===== src/rtl/rxq_pkg.sv =====
package rxq_pkg;
  localparam int WORD_W  = 32;
  localparam int IP_W    = 32;
  localparam int PORT_W  = 16;
  localparam int SPI_W   = 32;
  localparam int HASH_W  = 64;
  localparam int QID_W   = 24;
  localparam int SHIFT_W = 6;
  localparam int KEY_W   = 2 * IP_W + 2 * PORT_W + SPI_W;

  // decoded bit positions inside the configuration words
  localparam int EN_BIT       = 31;
  localparam int X_IPSRC      = 20;
  localparam int X_IPDST      = 19;
  localparam int X_SPI        = 9;
  localparam int X_L4SRC      = 2;
  localparam int X_L4DST      = 1;
  localparam int DS_IP_LSB    = 18;
  localparam int DS_L4_LSB    = 8;
  localparam int HC_SHIFT_LSB = 24;
  localparam int HC_SYM       = 30;

  localparam logic [HASH_W-1:0] CRC_POLY = 64'h42F0_E1EB_A9EA_3693;

  typedef struct packed {
    logic [SHIFT_W-1:0] shift;
    logic [QID_W-1:0]   mask;
    logic [QID_W-1:0]   base;
  } map_cfg_t;

  function automatic logic [WORD_W-1:0] pick_default(
      input logic [1:0] code, input logic [WORD_W-1:0] dv0, input logic [WORD_W-1:0] dv1);
    case (code)
      2'd2:    return dv0;
      2'd3:    return dv1;
      default: return '0;
    endcase
  endfunction
endpackage


===== src/rtl/rxq_key_build.sv =====
module rxq_key_build
  import rxq_pkg::*;
(
  input  logic                   clk,
  input  logic                   rst,
  input  logic                   in_valid,
  input  logic [IP_W-1:0]        ip_src,
  input  logic [IP_W-1:0]        ip_dst,
  input  logic [PORT_W-1:0]      l4_src,
  input  logic [PORT_W-1:0]      l4_dst,
  input  logic [SPI_W-1:0]       spi,
  input  logic                   has_ip,
  input  logic                   has_l4,
  input  logic                   has_spi,
  input  logic [WORD_W-1:0]      cfg_mode,
  input  logic [WORD_W-1:0]      cfg_extract,
  input  logic [WORD_W-1:0]      cfg_defsel,
  input  logic [WORD_W-1:0]      cfg_dv0,
  input  logic [WORD_W-1:0]      cfg_dv1,
  input  logic [WORD_W-1:0]      cfg_hash_cmd,
  input  logic [QID_W-1:0]       cfg_qbase,
  output logic                   s1_valid,
  output logic [KEY_W-1:0]       s1_key,
  output map_cfg_t               s1_cfg
);
  logic [WORD_W-1:0] ip_def, l4_def;
  logic [IP_W-1:0]   ip_a, ip_b, ip_lo, ip_hi;
  logic [PORT_W-1:0] pt_a, pt_b, pt_lo, pt_hi;
  logic [SPI_W-1:0]  spi_v;
  logic              sym;
  logic              unused_cfg;

  assign unused_cfg = ^{cfg_mode, cfg_extract, cfg_defsel, cfg_hash_cmd};

  assign ip_def = pick_default(cfg_defsel[DS_IP_LSB +: 2], cfg_dv0, cfg_dv1);
  assign l4_def = pick_default(cfg_defsel[DS_L4_LSB +: 2], cfg_dv0, cfg_dv1);
  assign sym    = cfg_hash_cmd[HC_SYM];

  // field selection with default substitution
  always_comb begin
    ip_a  = !cfg_extract[X_IPSRC] ? '0 : (has_ip ? ip_src : ip_def[IP_W-1:0]);
    ip_b  = !cfg_extract[X_IPDST] ? '0 : (has_ip ? ip_dst : ip_def[IP_W-1:0]);
    pt_a  = !cfg_extract[X_L4SRC] ? '0 : (has_l4 ? l4_src : l4_def[PORT_W-1:0]);
    pt_b  = !cfg_extract[X_L4DST] ? '0 : (has_l4 ? l4_dst : l4_def[PORT_W-1:0]);
    spi_v = (cfg_extract[X_SPI] && has_spi) ? spi : '0;
  end

  // optional canonical ordering of each source/destination pair
  always_comb begin
    if (sym && (ip_a > ip_b)) begin
      ip_lo = ip_b; ip_hi = ip_a;
    end else begin
      ip_lo = ip_a; ip_hi = ip_b;
    end
    if (sym && (pt_a > pt_b)) begin
      pt_lo = pt_b; pt_hi = pt_a;
    end else begin
      pt_lo = pt_a; pt_hi = pt_b;
    end
  end

  always_ff @(posedge clk) begin
    if (rst) begin
      s1_valid <= 1'b0;
      s1_key   <= '0;
      s1_cfg   <= '0;
    end else begin
      s1_valid     <= in_valid && cfg_mode[EN_BIT];
      s1_key       <= {ip_lo, ip_hi, pt_lo, pt_hi, spi_v};
      s1_cfg.shift <= cfg_hash_cmd[HC_SHIFT_LSB +: SHIFT_W];
      s1_cfg.mask  <= cfg_hash_cmd[QID_W-1:0];
      s1_cfg.base  <= cfg_qbase;
    end
  end

  // with the symmetric option the smaller value of each pair leads the key
  p_sym_order_r10: assert property (@(posedge clk) disable iff (rst)
    (in_valid && sym) |=>
      (s1_key[KEY_W-1 -: IP_W] <= s1_key[KEY_W-IP_W-1 -: IP_W]) &&
      (s1_key[SPI_W+2*PORT_W-1 -: PORT_W] <= s1_key[SPI_W+PORT_W-1 -: PORT_W]));

  // a disabled scheme never loads the pipeline
  p_drop_stage_r3: assert property (@(posedge clk) disable iff (rst)
    (in_valid && !cfg_mode[EN_BIT]) |=> !s1_valid);
endmodule


===== src/rtl/rxq_crc64.sv =====
module rxq_crc64
  import rxq_pkg::*;
#(
  parameter int                 DATA_W = KEY_W,
  parameter logic [HASH_W-1:0]  POLY   = CRC_POLY
) (
  input  logic [DATA_W-1:0] data,
  output logic [HASH_W-1:0] crc
);
  // bit-serial division unrolled over the whole key, MSB first, zero seed
  always_comb begin
    logic [HASH_W-1:0] acc;
    logic              fb;
    acc = '0;
    for (int i = DATA_W - 1; i >= 0; i--) begin
      fb  = acc[HASH_W-1] ^ data[i];
      acc = {acc[HASH_W-2:0], 1'b0} ^ (fb ? POLY : '0);
    end
    crc = acc;
  end
endmodule


===== src/rtl/rxq_qmap.sv =====
module rxq_qmap
  import rxq_pkg::*;
(
  input  logic              clk,
  input  logic              rst,
  input  logic              s1_valid,
  input  logic [HASH_W-1:0] hash,
  input  map_cfg_t          s1_cfg,
  output logic              out_valid,
  output logic [QID_W-1:0]  out_qid
);
  logic [HASH_W-1:0] shifted;
  logic [QID_W-1:0]  offset;

  assign shifted = hash >> s1_cfg.shift;
  assign offset  = shifted[QID_W-1:0] & s1_cfg.mask;

  always_ff @(posedge clk) begin
    if (rst) begin
      out_valid <= 1'b0;
      out_qid   <= '0;
    end else begin
      out_valid <= s1_valid;
      if (s1_valid) out_qid <= s1_cfg.base + offset;
    end
  end

  // the result stays inside the window above the base
  p_window_r4: assert property (@(posedge clk) disable iff (rst)
    s1_valid |=> (((out_qid - $past(s1_cfg.base)) & ~$past(s1_cfg.mask)) == '0));

  // a zero mask returns the base itself
  p_mask_zero_r9: assert property (@(posedge clk) disable iff (rst)
    (s1_valid && (s1_cfg.mask == '0)) |=> (out_qid == $past(s1_cfg.base)));
endmodule


===== src/rtl/rxq_spreader.sv =====
module rxq_spreader
  import rxq_pkg::*;
(
  input  logic              clk,
  input  logic              rst,
  input  logic              in_valid,
  output logic              in_ready,
  input  logic [31:0]       ip_src,
  input  logic [31:0]       ip_dst,
  input  logic [15:0]       l4_src,
  input  logic [15:0]       l4_dst,
  input  logic [31:0]       spi,
  input  logic              has_ip,
  input  logic              has_l4,
  input  logic              has_spi,
  input  logic [31:0]       cfg_mode,
  input  logic [31:0]       cfg_extract,
  input  logic [31:0]       cfg_defsel,
  input  logic [31:0]       cfg_dv0,
  input  logic [31:0]       cfg_dv1,
  input  logic [31:0]       cfg_hash_cmd,
  input  logic [23:0]       cfg_qbase,
  output logic              out_valid,
  output logic [23:0]       out_qid
);
  logic              s1_valid;
  logic [KEY_W-1:0]  s1_key;
  map_cfg_t          s1_cfg;
  logic [HASH_W-1:0] hash;

  assign in_ready = 1'b1;

  rxq_key_build u_key (
    .clk, .rst, .in_valid, .ip_src, .ip_dst, .l4_src, .l4_dst, .spi,
    .has_ip, .has_l4, .has_spi, .cfg_mode, .cfg_extract, .cfg_defsel,
    .cfg_dv0, .cfg_dv1, .cfg_hash_cmd, .cfg_qbase,
    .s1_valid, .s1_key, .s1_cfg
  );

  rxq_crc64 #(.DATA_W(KEY_W), .POLY(CRC_POLY)) u_crc (
    .data(s1_key), .crc(hash)
  );

  rxq_qmap u_map (
    .clk, .rst, .s1_valid, .hash, .s1_cfg, .out_valid, .out_qid
  );

  // an enabled descriptor appears two edges later
  p_latency_r2: assert property (@(posedge clk) disable iff (rst)
    (in_valid && in_ready && cfg_mode[EN_BIT]) |=> ##1 out_valid);

  // nothing accepted for an enabled scheme means no output two edges later
  p_no_spurious_r3: assert property (@(posedge clk) disable iff (rst)
    !(in_valid && cfg_mode[EN_BIT]) |=> ##1 !out_valid);
endmodule


===== config.mk =====
export PLATFORM = sky130hd
export DESIGN_NAME = rxq_spreader
export DESIGN_NICKNAME = d
export VERILOG_FILES = /design/src/rtl/rxq_pkg.sv /design/src/rtl/rxq_key_build.sv /design/src/rtl/rxq_crc64.sv /design/src/rtl/rxq_qmap.sv /design/src/rtl/rxq_spreader.sv
export SDC_FILE = /design/constraint.sdc
export NUM_CORES = 2
export LEC_CHECK = 0
export CELL_PAD_IN_SITES_DETAIL_PLACEMENT = 1
export CELL_PAD_IN_SITES_GLOBAL_PLACEMENT = 1
export CORE_MARGIN = 10
export CORE_UTILIZATION = 35
export DETAILED_ROUTE_END_ITERATION = 8
export PLACE_DENSITY = 0.63
export SYNTH_ARGS = -nofsm -noshare
export SYNTH_HDL_FRONTEND = slang
export SYNTH_SLANG_ARGS = --single-unit

===== constraint.sdc =====
create_clock -name clk -period 44.3 [get_ports clk]
set_input_delay 4.43 -clock clk [delete_from_list [all_inputs] [get_ports clk]]
set_output_delay 4.43 -clock clk [all_outputs]
set_load 0.01 [all_outputs]

[Yosys cells after proc, flatten, opt, wreduce, memory -nomap -nowiden]
Cells that the tools add are included.
Cells by class
  multiplexer cells: 142
  shifts and indexed selects: 1
  magnitude comparators: 2
  equality and inequality tests: 4
  bitwise operators: 256
  add/subtract/negate cells: 1
  reductions and logical operators: 5
Operator list (count)
  2-to-1 mux 63 bit: 128
  XOR 64 bit: 126
  2-to-1 mux 32 bit: 6
  XOR 1 bit: 126
  2-to-1 mux 16 bit: 6
  one-hot mux 32 bit (2 select lines): 1
  >> shifter 64 x 6 -> 24 bit: 1
  XOR 64 x 63 -> 64 bit: 1
  > comparator 32 bit: 1
  one-hot mux 16 bit (2 select lines): 1
  adder 24 bit: 1
  AND 24 bit: 1
  > comparator 16 bit: 1
  == test 2 bit (second input constant): 4
  logical AND 1 bit: 4
  OR reduction 2 bit: 1
  inverter 1 bit: 1
  XOR 1 bit (first input constant): 1
Word-level totals
  input port bits: 350
  word-level logic and storage cells: 419
  output and inout bits: 26
  register bits after elaboration: 208

[Logic depth before layout (Yosys ltp)]
  depth after elaboration: 384
  mapped depth: 73

[Cells and area by module]
A second synthesis with hierarchy kept.
Unflattened totals
  cell total of the unflattened synthesis: 3902
  area, all modules: 44647.8 um^2
Modules (own cells, without submodules)
  rxq_crc64: cells each 2296, area each 30489.2 um^2, sequential area each 0.0 um^2, instances 1
  rxq_key_build: cells each 944, area each 8804.7 um^2, sequential area each 3663.5 um^2, instances 1
  rxq_qmap: cells each 660, area each 5342.6 um^2, sequential area each 500.5 um^2, instances 1
  rxq_spreader: cells each 2, area each 11.3 um^2, sequential area each 0.0 um^2, instances 1

[Least setup slack after synthesis]
No wires, ideal clock.
  kind: flip-flop to flip-flop
  start: register u_key.s1_key[126]
  end: register u_map.out_qid[23]
  stages on the path, launching flop included: 63
  required time: 44.214 ns
  slack: 25.532 ns
  path buffers: 3
  data arrival time: 18.682 ns
  setup time: 0.086 ns
  path through: dfxtp_1 buf_4 xor3_2 xnor3_2 xor2_1 xnor3_2 xnor3_2 xnor3_2 xnor3_1 xnor3_2 xnor3_2 xnor3_1 xnor3_2 xor2_4 xor3_2 xnor2_4 xnor3_2 xnor3_1 [27 not listed] a21oi_1 o21bai_1 a21oi_1 o21bai_1 a21oi_1 o21bai_1 a21oi_1 o21bai_1 a21oi_1 o21bai_1 a21oi_1 o21bai_1 a21oi_1 o21bai_1 a21oi_1 xor2_1 xnor2_1 a211oi_1
On the way
  cells in the longest elaborated chain, start to end: 258
  elaborated cells on any way between the ends: 378
  those cells by class: add/sub: 1; shift: 1; mux: 124; bitwise: 252
Ends and longest elaborated chain
  start: declaration: RTL line rxq_key_build.sv:23  | output logic [KEY_W-1:0] s1_key,
  start signal: assignment: RTL line rxq_key_build.sv:69  | s1_key <= {ip_lo, ip_hi, pt_lo, pt_hi, spi_v};
  XOR 1 bit (*): RTL line rxq_crc64.sv:16  | fb = acc[HASH_W-1] ^ data[i];
  2-to-1 mux 63 bit (*): RTL line rxq_crc64.sv:17  | acc = {acc[HASH_W-2:0], 1'b0} ^ (fb ? POLY : '0);
  XOR 64 bit (*) (2 in series): RTL line rxq_crc64.sv:17
  XOR 1 bit: RTL line rxq_crc64.sv:16
  2-to-1 mux 63 bit: RTL line rxq_crc64.sv:17
  XOR 64 bit (*) (2 in series): RTL line rxq_crc64.sv:17
  XOR 1 bit: RTL line rxq_crc64.sv:16
  2-to-1 mux 63 bit: RTL line rxq_crc64.sv:17
  [239 not listed]
  2-to-1 mux 63 bit: RTL line rxq_crc64.sv:17
  XOR 64 bit (*) (2 in series): RTL line rxq_crc64.sv:17
  XOR 1 bit: RTL line rxq_crc64.sv:16
  2-to-1 mux 63 bit: RTL line rxq_crc64.sv:17
  XOR 64 x 63 -> 64 bit (*): RTL line rxq_crc64.sv:17
  >> shifter 64 x 6 -> 24 bit (*): RTL line rxq_qmap.sv:15  | assign shifted = hash >> s1_cfg.shift;
  AND 24 bit (*): RTL line rxq_qmap.sv:16  | assign offset = shifted[QID_W-1:0] & s1_cfg.mask;
  adder 24 bit (*): RTL line rxq_qmap.sv:24  | if (s1_valid) out_qid <= s1_cfg.base + offset;
  end signal: assignment: RTL line rxq_qmap.sv:24
  end: declaration: RTL line rxq_qmap.sv:10  | output logic [QID_W-1:0] out_qid
Every way passes the cells marked *; elsewhere a longest branch is shown, timed or not.
A chain may end at the register's enable or synchronous reset.

[Worst setup path after layout]
  start: register u_key.s1_key[127]
  end: register u_map.out_qid[23]
On the way
  cells in the longest elaborated chain, start to end: 257
  elaborated cells on any way between the ends: 379
  those cells by class: add/sub: 1; shift: 1; mux: 125; bitwise: 252
Ends and longest elaborated chain (RTL line)
  2-to-1 mux 63 bit (*): rxq_crc64.sv:17
  XOR 64 bit (*): rxq_crc64.sv:17
  XOR 1 bit: rxq_crc64.sv:16
  2-to-1 mux 63 bit: rxq_crc64.sv:17
  XOR 64 bit (*) (2 in series): rxq_crc64.sv:17
  XOR 1 bit: rxq_crc64.sv:16
  2-to-1 mux 63 bit: rxq_crc64.sv:17
  XOR 64 bit (*) (2 in series): rxq_crc64.sv:17
  [238 not listed]
  XOR 64 bit (*) (2 in series): rxq_crc64.sv:17
  XOR 1 bit: rxq_crc64.sv:16
  2-to-1 mux 63 bit: rxq_crc64.sv:17
  XOR 64 bit (*): rxq_crc64.sv:17
  XOR 64 x 63 -> 64 bit (*): rxq_crc64.sv:17
  >> shifter 64 x 6 -> 24 bit (*): rxq_qmap.sv:15
  AND 24 bit (*): rxq_qmap.sv:16
  adder 24 bit (*): rxq_qmap.sv:24
Marks and branches as above.

==> reports/results.ini <==
[finish]
multi_input_area_um2 = 40400
final_area_um2 = 51400
seq_area_um2 = 4170
drive_above_1_share = 0.0912
n_fill_cell = 14149
finish.utilization = 0.396
fin_nets = 4718
area_growth_pct = 12.4

[setup_path]
crit_end = u_map.out_qid[23]
critical_path.slowest_cell = xnor3_1
critPathLaunchType = flop
reg2reg_from = u_key.s1_key[127]
r2r-end = u_map.out_qid[23]
crit_family = XOR/XNOR gates
crit_path_frequent_cell = a21oi_1
worstSetupPathType = reg2reg
cp.depth = 61
cp-end-kind = flop
cp-startpoint = u_key.s1_key[127]
max_stage_delay_ps = 1030
r2r_slack_ps = 18970
crit_arrival_ps = 25890
critPathRequiredTime_ps = 44860
cp_max_fo = 15
r2r_cells = 61
crit_buf_inv = 2

[logic_synthesis]
synth_cells = 4093
synthTopCellsByCount = xnor2_1, xnor3_1, nor2_1
yosysMostFrequentCell = xnor2_1
synth_top_cell_by_area = xnor3_1
synth.area.top_cells = xnor3_1, xnor2_1, dfxtp_1, xor2_1, xor3_1
synth_ff_type = dfxtp_1
mappedNetlistArea_um2 = 45700
async_reset_ff_frac = 0
ys_seq_area_frac = 0.0911
yosysTopAreaCellShare = 0.295
syn-num-nets = 4515
synth_edf_count = 0
synth_cell_type_count = 77
synth-seq-cells = 208
synth_warnings = 0
avgSynthCellArea_um2 = 11.2

[clock_network]
postCtsHoldBufs = 0
path_clk_slew_ps = 60
post-cts-setup-buffers = 0
worstSkewPairLatency_ps = 650
ctsResizeCount = 0
root_buffer = clkbuf_16
cts_inserted_buffers = 28
cts_tree = yes
numClockSinks = 208
cts-htree-levels = 1
clockBufferDepth = 3

[drt]
vias = 31593
drc = 0
vias_per_cell = 5.21
initialDrtViolationCount = 2611
wl_per_cell_um = 30.3
postRouteAntennaNets = 0
routed_wl_mm = 184
firstDrtPassIters = 5

[grt]
antenna_found_initial = 18
grt_pass1_wl_mm = 258
grt_max_degree = 71
grt_pass1_vias = 33330
grtUsageTotal = 0.244
gr-total-overflow = 0

[die]
fp-row-count = 132
fp.dieH_um = 381
die-area_um2 = 145000
dieWidth_um = 381
initial_core_util = 0.353
ios = 376
core_um2 = 130000

[placed_design]
place_ws_ps = 19060
portBuffers = 287
place_area_um2 = 50500
post-dp-hpwl_mm = 154
routabilityCongestion = 0.965

[sta]
fin_ws_ps = 18970
hold_violations = 0
layout_min_cycle_time_ps = 25330
worst_pin_slew_ps = 1200
finalSetupViolations = 0
max_slew_margin = 0.196
slew_viol_final = 0
setup_tns_ps = 0
fin_crit_sh = 0.572
clock_skew_ps = 15.8
rsz0062_at_grt = no
fmax_ghz = 0.0395

[flow_run]
maxCapViolCount = 0

[worst_hold_path]
hp-class = reg2reg

[run_status]
outcome = finished, final reports clean

-- kinds of logic (layout without fill, tap and decap cells) --
logic type / Yosys count / in the layout / share of synthesized area
AO/OA/AOI/OAI: 399 / 399 / 0.0518
XOR/XNOR: 2324 / 2324 / 0.688
adder cells (fa/ha/maj): 72 / 72 / 0.0199
buffers and inverters: 278 / 503 / 0.0264
flip-flops: 208 / 208 / 0.0911
multiplexers: 271 / 271 / 0.0696
other: 1 / 3 / 0.0000820
AND/OR/NAND/NOR: 540 / 540 / 0.0527
-- per-stage QoR --
stage / std cells / hold WS [ps]
6_report: 6062 / 499
2_1_floorplan: 4093 / 505
5_1_grt: 6060 / 523
3_5_place_dp: 6008 / 488
4_1_cts: 6060 / 504
3_3_place_gp: 6008 / 473
-- per-layer routing --
metal	vias to the layer above	track usage	wire, um
met1	16058	0.329	80700
met3	236	0.0359	11700
met4	34	0.0666	5790
li1	14200	-	-
met5	-	0	217
met2	1065	0.404	85200
-- layout make-up --
class	count	area share
multi-input cells	3607	0.785
flip-flops and latches	208	0.0811
repair buffers	361	0.0666
well taps	1742	0.0424
clock buffers	36	0.0146
inverters	90	0.00657
clock inverters	16	0.00309
diodes	2	0.0000974
-- registers in the layout (all words and copies together) (netlist names) --
| register | count |
|---|---|
| u_map.out_valid | 1 |
| u_map.out_qid | 24 |
| u_key.s1_key | 128 |
| u_key.s1_cfg | 54 |
| u_key.s1_valid | 1 |
-- worst min path at each step --
stage	end	from	depth (start not counted)
after floorplan	u_map.out_qid[2]	u_map.out_qid[2]	2
after global placement	u_map.out_qid[7]	u_map.out_qid[7]	2
after detailed placement	u_map.out_qid[1]	u_map.out_qid[1]	2
after CTS	u_map.out_qid[1]	u_map.out_qid[1]	2
after global routing	u_map.out_qid[1]	u_map.out_qid[1]	2
final	u_map.out_qid[1]	u_map.out_qid[1]	2
-- cell usage in the layout, fill, tap and decap left out, types with 9 or more instances in the layout --
cell                n
a21o_1             19
xor2_1            291
mux2_2             75
nand2b_1           12
xnor3_2            35
nand2_1            81
xnor2_4            14
xnor3_1           598
xnor2_1          1207
and2_1             40
a21oi_1           126
dfxtp_1           205
nor2b_1            68
buf_4              74
o211ai_1            9
xnor2_2            65
inv_1              84
o21bai_1           17
nand3_1            10
xor2_2             19
nor2_1            298
xor3_2             13
nor3_1              9
ha_1               71
o21ai_1             9
a211oi_1            9
mux4_2             30
clkbuf_16          28
clkdlybuf4s50_1   285
xor3_1             75
mux2i_1           166
o21ai_0           145
-- worst register-to-register path: cells and delay by family (launching register included) --
kind	cells	cell delay [ps]
AOI/OAI and AO/OA	24	4710
xor gates and xnor gates	30	17930
adders and majority gates	1	360
buffers and inverters	2	360
DFF	1	910
muxes	4	1010
Power is not shown: default switching activity piles up to over one toggle a cycle in this logic, so the estimate is an artifact.
